==> src/rtl/pbus_par_pkg.sv <==
package pbus_par_pkg;

  typedef enum logic [1:0] {
    PK_NONE  = 2'd0,
    PK_ADDR  = 2'd1,
    PK_WRITE = 2'd2,
    PK_READ  = 2'd3
  } phase_kind_e;

  typedef struct packed {
    logic addrBad;
    logic wrBad;
    logic rdBad;
    logic asMaster;
  } par_event_t;

  localparam int STROBE_SERR = 0;
  localparam int STROBE_PERR = 1;
  localparam int NUM_STROBES = 2;

endpackage

==> src/rtl/pbus_par_datapath.sv <==
module pbus_par_datapath
  import pbus_par_pkg::*;
#(
  parameter int AD_W  = 32,
  parameter int CBE_W = 4
) (
  input  logic             clk,
  input  logic             rst,
  input  logic             addrPhase,
  input  logic             wrDataPhase,
  input  logic             rdDataPhase,
  input  logic [AD_W-1:0]  adBus,
  input  logic [CBE_W-1:0] cbeBus,
  input  logic             parIn,
  input  logic             roleMaster,
  output par_event_t       evt
);
  localparam int COVER_W = AD_W + CBE_W;

  logic [COVER_W-1:0] coverBits;
  phase_kind_e        kindNow;
  phase_kind_e        kindQ;
  logic               parityQ;
  logic               masterQ;
  logic               mismatch;

  assign coverBits = {adBus, cbeBus};

  // Precedence: address, then write data, then read data
  always_comb begin
    if (addrPhase)        kindNow = PK_ADDR;
    else if (wrDataPhase) kindNow = PK_WRITE;
    else if (rdDataPhase) kindNow = PK_READ;
    else                  kindNow = PK_NONE;
  end

  always_ff @(posedge clk) begin
    if (rst) begin
      kindQ   <= PK_NONE;
      parityQ <= 1'b0;
      masterQ <= 1'b0;
    end else begin
      kindQ   <= kindNow;
      parityQ <= ^coverBits;
      masterQ <= roleMaster;
    end
  end

  // parIn now covers the phase registered last cycle
  assign mismatch     = parityQ ^ parIn;
  assign evt.addrBad  = mismatch && (kindQ == PK_ADDR);
  assign evt.wrBad    = mismatch && (kindQ == PK_WRITE);
  assign evt.rdBad    = mismatch && (kindQ == PK_READ);
  assign evt.asMaster = masterQ;

  p_addr_source_r2: assert property (@(posedge clk) disable iff (rst)
    evt.addrBad |-> $past(addrPhase));

  p_write_not_addr_r11: assert property (@(posedge clk) disable iff (rst)
    evt.wrBad |-> ($past(wrDataPhase) && !$past(addrPhase)));

  p_read_lowest_r11: assert property (@(posedge clk) disable iff (rst)
    evt.rdBad |-> ($past(rdDataPhase) && !$past(addrPhase) && !$past(wrDataPhase)));

endmodule

==> src/rtl/pbus_par_strobe.sv <==
module pbus_par_strobe (
  input  logic clk,
  input  logic rst,
  input  logic fire,
  output logic strobeN,
  output logic strobeOe
);
  logic assertQ;
  logic highQ;

  always_ff @(posedge clk) begin
    if (rst) begin
      assertQ <= 1'b0;
      highQ   <= 1'b0;
    end else begin
      assertQ <= fire;
      highQ   <= assertQ && !fire;
    end
  end

  assign strobeN  = !assertQ;
  assign strobeOe = assertQ || highQ;

  // strobe is driven high for a cycle before release
  p_high_before_release_r3: assert property (@(posedge clk) disable iff (rst)
    $fell(strobeOe) |-> $past(strobeN));

  p_low_only_driven_r3: assert property (@(posedge clk) disable iff (rst)
    !strobeN |-> strobeOe);

  // every fire gives its own low cycle
  p_fire_to_low_r10: assert property (@(posedge clk) disable iff (rst)
    fire |=> !strobeN);

endmodule

==> src/rtl/pbus_par_ctrl.sv <==
module pbus_par_ctrl
  import pbus_par_pkg::*;
(
  input  logic       clk,
  input  logic       rst,
  input  par_event_t evt,
  input  logic       cmdParityResp,
  input  logic       cmdSerrEnable,
  output logic       serrN,
  output logic       serrOe,
  output logic       perrN,
  output logic       perrOe,
  output logic       suppressClaim,
  output logic       masterAbortReq
);
  logic [NUM_STROBES-1:0] fire;
  logic [NUM_STROBES-1:0] slotN;
  logic [NUM_STROBES-1:0] slotOe;
  logic                   claimQ;
  logic                   abortQ;
  logic                   dataReport;

  // Target reports write errors, master reports read errors
  assign dataReport = (evt.wrBad && !evt.asMaster) || (evt.rdBad && evt.asMaster);

  assign fire[STROBE_SERR] = evt.addrBad && cmdParityResp && cmdSerrEnable;
  assign fire[STROBE_PERR] = dataReport && cmdParityResp;

  for (genvar i = 0; i < NUM_STROBES; i++) begin : g_slot
    pbus_par_strobe u_slot (
      .clk      (clk),
      .rst      (rst),
      .fire     (fire[i]),
      .strobeN  (slotN[i]),
      .strobeOe (slotOe[i])
    );
  end

  always_ff @(posedge clk) begin
    if (rst) begin
      claimQ <= 1'b0;
      abortQ <= 1'b0;
    end else begin
      claimQ <= evt.addrBad;
      abortQ <= evt.rdBad && evt.asMaster;
    end
  end

  assign serrN          = slotN[STROBE_SERR];
  assign serrOe         = slotOe[STROBE_SERR];
  assign perrN          = slotN[STROBE_PERR];
  assign perrOe         = slotOe[STROBE_PERR];
  assign suppressClaim  = claimQ;
  assign masterAbortReq = abortQ;

  p_serr_gate_r4: assert property (@(posedge clk) disable iff (rst)
    !serrN |-> $past(cmdParityResp && cmdSerrEnable));

  p_perr_gate_r7: assert property (@(posedge clk) disable iff (rst)
    !perrN |-> $past(cmdParityResp));

  p_claim_with_serr_r8: assert property (@(posedge clk) disable iff (rst)
    (suppressClaim && $past(cmdParityResp && cmdSerrEnable)) |-> !serrN);

  p_serr_has_claim_r8: assert property (@(posedge clk) disable iff (rst)
    !serrN |-> suppressClaim);

  p_abort_with_perr_r9: assert property (@(posedge clk) disable iff (rst)
    (masterAbortReq && $past(cmdParityResp)) |-> !perrN);

endmodule

==> src/rtl/pbus_parity_reporter.sv <==
module pbus_parity_reporter
  import pbus_par_pkg::*;
#(
  parameter int AD_W  = 32,
  parameter int CBE_W = 4
) (
  input  logic             clk,
  input  logic             rst,
  input  logic             addrPhase,
  input  logic             wrDataPhase,
  input  logic             rdDataPhase,
  input  logic [AD_W-1:0]  adBus,
  input  logic [CBE_W-1:0] cbeBus,
  input  logic             parIn,
  input  logic             roleMaster,
  input  logic             cmdParityResp,
  input  logic             cmdSerrEnable,
  output logic             serrN,
  output logic             serrOe,
  output logic             perrN,
  output logic             perrOe,
  output logic             suppressClaim,
  output logic             masterAbortReq
);
  par_event_t evt;

  pbus_par_datapath #(.AD_W(AD_W), .CBE_W(CBE_W)) u_datapath (
    .clk         (clk),
    .rst         (rst),
    .addrPhase   (addrPhase),
    .wrDataPhase (wrDataPhase),
    .rdDataPhase (rdDataPhase),
    .adBus       (adBus),
    .cbeBus      (cbeBus),
    .parIn       (parIn),
    .roleMaster  (roleMaster),
    .evt         (evt)
  );

  pbus_par_ctrl u_ctrl (
    .clk            (clk),
    .rst            (rst),
    .evt            (evt),
    .cmdParityResp  (cmdParityResp),
    .cmdSerrEnable  (cmdSerrEnable),
    .serrN          (serrN),
    .serrOe         (serrOe),
    .perrN          (perrN),
    .perrOe         (perrOe),
    .suppressClaim  (suppressClaim),
    .masterAbortReq (masterAbortReq)
  );

  p_perr_enable_r5: assert property (@(posedge clk) disable iff (rst)
    !perrN |-> perrOe);

endmodule

==> config.mk <==
export PLATFORM = sky130hd
export DESIGN_NAME = pbus_parity_reporter
export DESIGN_NICKNAME = d
export VERILOG_FILES = /design/src/rtl/pbus_par_pkg.sv /design/src/rtl/pbus_par_datapath.sv /design/src/rtl/pbus_par_strobe.sv /design/src/rtl/pbus_par_ctrl.sv /design/src/rtl/pbus_parity_reporter.sv
export SDC_FILE = /design/constraint.sdc
export NUM_CORES = 1
export LEC_CHECK = 0
export ABC_AREA = 1
export BUFFER_PORTS_ARGS = -buffer_cell sky130_fd_sc_hd__buf_2
export CORE_MARGIN = 10
export CORE_UTILIZATION = 48
export DETAILED_ROUTE_END_ITERATION = 12
export GPL_TIMING_DRIVEN = 1
export HOLD_SLACK_MARGIN = 0.1
export PLACE_DENSITY = 0.87
export SLEW_MARGIN = 20
export SYNTH_ARGS = -nofsm -noshare
export SYNTH_HDL_FRONTEND = slang
export SYNTH_SLANG_ARGS = --single-unit
export TNS_END_PERCENT = 100
==> constraint.sdc <==
create_clock -name clk -period 1.53 [get_ports clk]
set_input_delay 0.306 -clock clk [delete_from_list [all_inputs] [get_ports clk]]
set_output_delay 0.306 -clock clk [all_outputs]
set_load 0.05 [all_outputs]
==> flow_summary.toml, run 1 <==
[worst_setup_path]
start_kind = "flip-flop"
reg2reg_slack_ns = 0.45
reg2reg_depth = 7
worstPathMaxFanout = 3
reg2reg_to = "u_ctrl.g_slot[1].u_slot.highQ$_SDFF_PP0_"
startpoint = "u_ctrl.g_slot[1].u_slot.assertQ$_SDFF_PP0_"
setup.worst_path.class = "reg -> out"
cp_data_arrival_time_ns = 1.08
endpoint_kind = "primary output"
crit_required_ns = 1.22
r2r_start = "u_datapath.parityQ$_SDFF_PP0_"

[job]
drv_cap = 0

[clock_tree]
clock_path_buffers = 2
cts-resized-gates = 0
cts_made_buffers = 3
cts_hold_buf = 0
clk_latency_ns = 0.25
clkTransAtPathRegs_ns = 0.07
cts.sinks = 10
cts_root_buffer = "clkbuf_4"
cts_setup_buffers = 0
ctsHtreeMaxLevel = 1
cts_tree = "done"

[timing]
fmax_mhz = 724
setup_viol = 0
hold_viol_final = 0
tns_ns = 0
max_slew.worst_pin.slew_ns = 0.306
slew_headroom = 0.794
min_period_ns = 1.38
grt_setup_unrepaired = "no"
maxSlewViolCount = 0
post-route-period-util = 0.903
finalClockSkew_ns = 0.00203

[layout]
antenna_cells = 0
seqCellArea_um2 = 200
drive_gt1_frac = 0.259
syn_to_final_growth_pct = 25.8
multi_input_area_um2 = 868
n_fill_cell = 268
layout.cells.non_filler = 346
fin_nets = 362

[synthesis]
ys_seq_area_frac = 0.161
ys_ff_latch = 10
syn_inst = 263
synth_cell_types = 17
ys_warn_count = 0
syn-num-nets = 308
synth_top_area_cell = "nand2_1"
synth_area_leaders = "nand2_1 49%, dfxtp_1 16%, inv_1 10%, nand2_2 6.0%, xnor2_1 3.5%"
synth_top_area_frac = 0.493
syn_area_um2 = 1240
avgSynthCellArea_um2 = 4.72

[floorplan]
core_um2 = 2480
die_h_um = 70.9
start_util = 0.501
ios = 51
die_area_um2 = 5020
dieWidth_um = 70.9
rows = 18

[worst_hold_path]
hold_path_end = "u_datapath.kindQ[1]$_SDFF_PP0_"
min_path_type = "in -> reg"
whs_path_depth = 2
hp-start = "addrPhase"

[global_routing]
grt_max_degree = 10
antenna_found_initial = 0
track_usage = 0.112
grt_overflow = 0
grt_pass1_wl_um = 5060
grt_pass1_vias = 1329

[detailed_routing]
avgViaCountPerCell = 4.37
first_pass_iters = 4
avgRoutedWirePerCell_um = 7.79
vias = 1512
finalWirelength_um = 2700
drc_errors = 0
drtAntennaViolNets = 0
drtIter0Drc = 74

[power]
p_sw_w = 0.000331
seq_power_share = 0.307
p_total_w = 0.000908
p_int_w = 0.000577
switching_share = 0.364
worst_ir_drop_vdd_mv = 0.551
leakagePower_nw = 1.09
pwr-share-comb = 0.441
pwr-share-clk = 0.252
power_density_nw_per_um2 = 582

[place]
hpwlAfterDp_um = 2480
dp.cells = 342
portBuffers = 50
place.gp.congestion = 0.777

[outcome]
status = "finished clean"
## flip-flops by register name (all words and copies together) (netlist names)
register / count
u_ctrl.g_slot.u_slot.assertQ: 2
u_ctrl.g_slot.u_slot.highQ: 2
u_datapath.kindQ: 2
u_ctrl.masterAbortReq: 1
u_ctrl.suppressClaim: 1
u_datapath.masterQ: 1
u_datapath.parityQ: 1
## per-layer routing
metal  wire length (µm)  vias up  track usage
met1               1170      611        0.126
met2               1350       29        0.197
li1                   -      870            -
met4                 28        0       0.0430
met5                  0        -            0
met3                152        2       0.0251
## how the worst max path moves through the flow
| stage | to | cells after the start |
|---|---|---|
| after detailed placement | u_datapath.parityQ$_SDFF_PP0_ | 13 |
| after CTS | perrOe | 2 |
| after floorplan | u_datapath.parityQ$_SDFF_PP0_ | 12 |
| after global routing | perrOe | 2 |
| final | perrOe | 2 |
| after global placement | u_datapath.parityQ$_SDFF_PP0_ | 13 |
## layout make-up
cell class | count | area share
Tap cell | 30 | 0.0240
Clock buffer | 4 | 0.0232
Sequential cell | 10 | 0.128
Inverter | 45 | 0.108
Multi-Input combinational cell | 207 | 0.556
Timing Repair Buffer | 50 | 0.160
## power by group through the flow
stage / sequential (W) / combinational, W / clock, W
4_1_cts: 0.000279 / 0.000404 / 0.000235
3_5_place_dp: 0.000285 / 0.000403 / 0
5_1_grt: 0.000280 / 0.000475 / 0.000257
2_1_floorplan: 0.000289 / 0.000282 / 0
3_3_place_gp: 0.000285 / 0.000394 / 0
6_report: 0.000279 / 0.000400 / 0.000229
## placed cells by master (no fill, tap or decap)
master,n
a21oi_1,2
buf_2,50
clkbuf_4,3
clkbuf_8,1
dfxtp_1,10
inv_1,34
inv_2,11
nand2_1,163
nand2_2,12
nand3_1,5
nand3_2,1
nand4_1,1
nor2_1,10
nor2_2,2
nor3_1,2
nor4_1,1
o31ai_1,1
or2_2,2
xnor2_1,5
## metrics by stage
stage	hold slack (ns)	worst slack (ns)	instance area (µm²)	utilization
global placement	0.443	0.150	1530	0.616
detailed placement	0.460	0.139	1530	0.616
global route	0.237	0.0904	1560	0.630
floorplan	0.385	0.349	1240	-
CTS	0.228	0.126	1560	0.630
finish	0.234	0.148	1560	0.630
## synth_stat cells (all sizes together)
library cell	instances
dfxtp	10
or2	2
nand3	6
inv	45
nor2	12
o31ai	1
clkbuf	1
xnor2	5
nand2	175
a21oi	2
nand4	1
nor4	1
nor3	2
## logic make-up after synthesis
group,share of synthesized area
AND/OR/NAND/NOR,0.650
buffers and inverters,0.139
flip-flops,0.161
XOR/XNOR,0.0353
AO/OA/AOI/OAI,0.0141
## critical path, stage by stage, from the launching register on
cell and delay (ns):
dfxtp_1 0.33, or2_2 0.28, buf_2 0.21
No activity file was read; power rests on OpenSTA's default activity.
==> inputs of run 2 (changes only) <==
--- a/config.mk
+++ b/config.mk
@@ -7,6 +7,7 @@
 export LEC_CHECK = 0
 export ABC_AREA = 1
 export BUFFER_PORTS_ARGS = -buffer_cell sky130_fd_sc_hd__buf_2
+export CORE_ASPECT_RATIO = 1.1
 export CORE_MARGIN = 10
 export CORE_UTILIZATION = 48
 export DETAILED_ROUTE_END_ITERATION = 12
==> run 2 against run 1 <==
Effect of this change: setup slack gained 0.012 ns; clock power fell by 28%; wire length increased by 2.2%; clock skew up 0.0035 ns; sequential share of layout area increased by 0.10 points; cell area down 0.80%; flip-flop and latch count unchanged; count of clock-buffer cells in the layout down 1; combinational power is essentially flat; core utilization down 0.98 points; final cell count stayed put.
==> flow_summary.toml, run 2 (same netlist as run 1, synthesis figures left out) <==
[outcome]
status = "finished clean"

[timing]
hold_viol_final = 0
finalClockSkew_ns = 0.00552
setup_slack_ns = 0.161
setup_viol = 0
grt_setup_unrepaired = "no"
slew_headroom = 0.778
tns_ns = 0
post-route-period-util = 0.895
min_period_ns = 1.37
max_slew.worst_pin.slew_ns = 0.330
fmax_mhz = 730
hold_ws_ns = 0.223
maxSlewViolCount = 0

[power]
p_total_w = 0.000845
leakagePower_nw = 1.08
worst_ir_drop_vdd_mv = 0.384
power_density_nw_per_um2 = 546

[worst_setup_path]
max_stage_delay_ns = 0.32
path_cells = "or2_2 > buf_2"
crit_slowest_cell = "dfxtp_1"
start_kind = "flip-flop"
endpoint_kind = "primary output"
worstPathMaxFanout = 3
cp_data_arrival_time_ns = 1.06
crit_required_ns = 1.22
setup.worst_path.class = "reg -> out"

[floorplan]
dieWidth_um = 68.5
core_um2 = 2500
die_h_um = 73.3
rows = 19
ios = 51
start_util = 0.497
die_area_um2 = 5020

[layout]
reg_top3 = "u_ctrl.g_slot.u_slot.assertQ (2), u_ctrl.g_slot.u_slot.highQ (2), u_datapath.kindQ (2)"
antenna_cells = 0
final_cell_mix = "163 x nand2_1, 50 x buf_2, 34 x inv_1, 12 x nand2_2, 11 x inv_2"
fin_nets = 362
layout_commonest_cell = "nand2_1"
syn_to_final_growth_pct = 24.8
drive_gt1_frac = 0.257

[clock_tree]
cts_tree = "done"
cts-resized-gates = 0
clkTransAtPathRegs_ns = 0.06
clock_path_buffers = 2
cts_made_buffers = 3
cts_setup_buffers = 0
cts_hold_buf = 0
cts_root_buffer = "clkbuf_4"
clk_latency_ns = 0.25
ctsHtreeMaxLevel = 1
cts.sinks = 10

[worst_hold_path]
min_path_type = "in -> reg"

[place]
hpwlAfterDp_um = 2540
pre_cts_ws_ns = 0.140
place.gp.congestion = 0.755
portBuffers = 50

[job]
drv_cap = 0

[detailed_routing]
first_pass_iters = 4
vias = 1489
drtIter0Drc = 62
drc_errors = 0
avgRoutedWirePerCell_um = 7.97
avgViaCountPerCell = 4.30
drtAntennaViolNets = 0
finalWirelength_um = 2760

[global_routing]
grt_pass1_vias = 1387
grt_max_degree = 10
grt_overflow = 0
grt_pass1_wl_um = 4820
antenna_found_initial = 0
track_usage = 0.111
==> run 2: cell types whose count changed in the layout (fill, tap and decap cells not counted) <==
cell,before,now
clkbuf_8,1,0
==> run 2: report_power, final <==
group | switching (W) | leakage, nW | internal [W]
Clock | 0.0000745 | 0.0138 | 0.0000900
Sequential | 0.00000604 | 0.0818 | 0.000273
Combinational | 0.000242 | 0.986 | 0.000160
Total | 0.000322 | 1.08 | 0.000523
==> run 2: metal layers <==
layer | vias to the layer above | GRT usage | wire, µm
met5 | - | 0 | 0
met4 | 0 | 0.0268 | 0
met3 | 0 | 0.0182 | 209
met2 | 28 | 0.209 | 1370
met1 | 594 | 0.123 | 1180
li1 | 867 | - | -
==> run 2: layout make-up <==
cell class	instances	area [µm²]
Clock buffer	3	22.5
Timing Repair Buffer	50	250
Sequential cell	10	200
Fill cell	267	947
Multi-Input combinational cell	207	868
Inverter	45	169
Tap cell	31	38.8
==> run 2: final timing paths <==
check	from	endpoint	slack (ns)	cells past startpoint
worst max-delay path	u_ctrl.g_slot[1].u_slot.assertQ$_SDFF_PP0_	perrOe	0.16	2
worst min-delay path	addrPhase	u_datapath.kindQ[1]$_SDFF_PP0_	0.22	2
worst max register to register	u_datapath.parityQ$_SDFF_PP0_	u_ctrl.g_slot[1].u_slot.highQ$_SDFF_PP0_	0.41	7
worst min register to register	u_ctrl.g_slot[1].u_slot.assertQ$_SDFF_PP0_	u_ctrl.g_slot[1].u_slot.highQ$_SDFF_PP0_	0.46	2
==> run 2: metrics by stage <==
step                      cell area (µm²)  std cells  utilization
final                                1550        346        0.621
after global routing                 1550        346        0.621
after CTS                            1550        346        0.621
after detailed placement             1530        343        0.612
after global placement               1530        343        0.612
after floorplan                      1240        263            -
==> run 2: critical path: cells and delay by family (launching register included) <==
kind,cells,cell delay (ns)
buffers and inverters,1,0.21
DFF,1,0.32
and+or+nand+nor,1,0.28
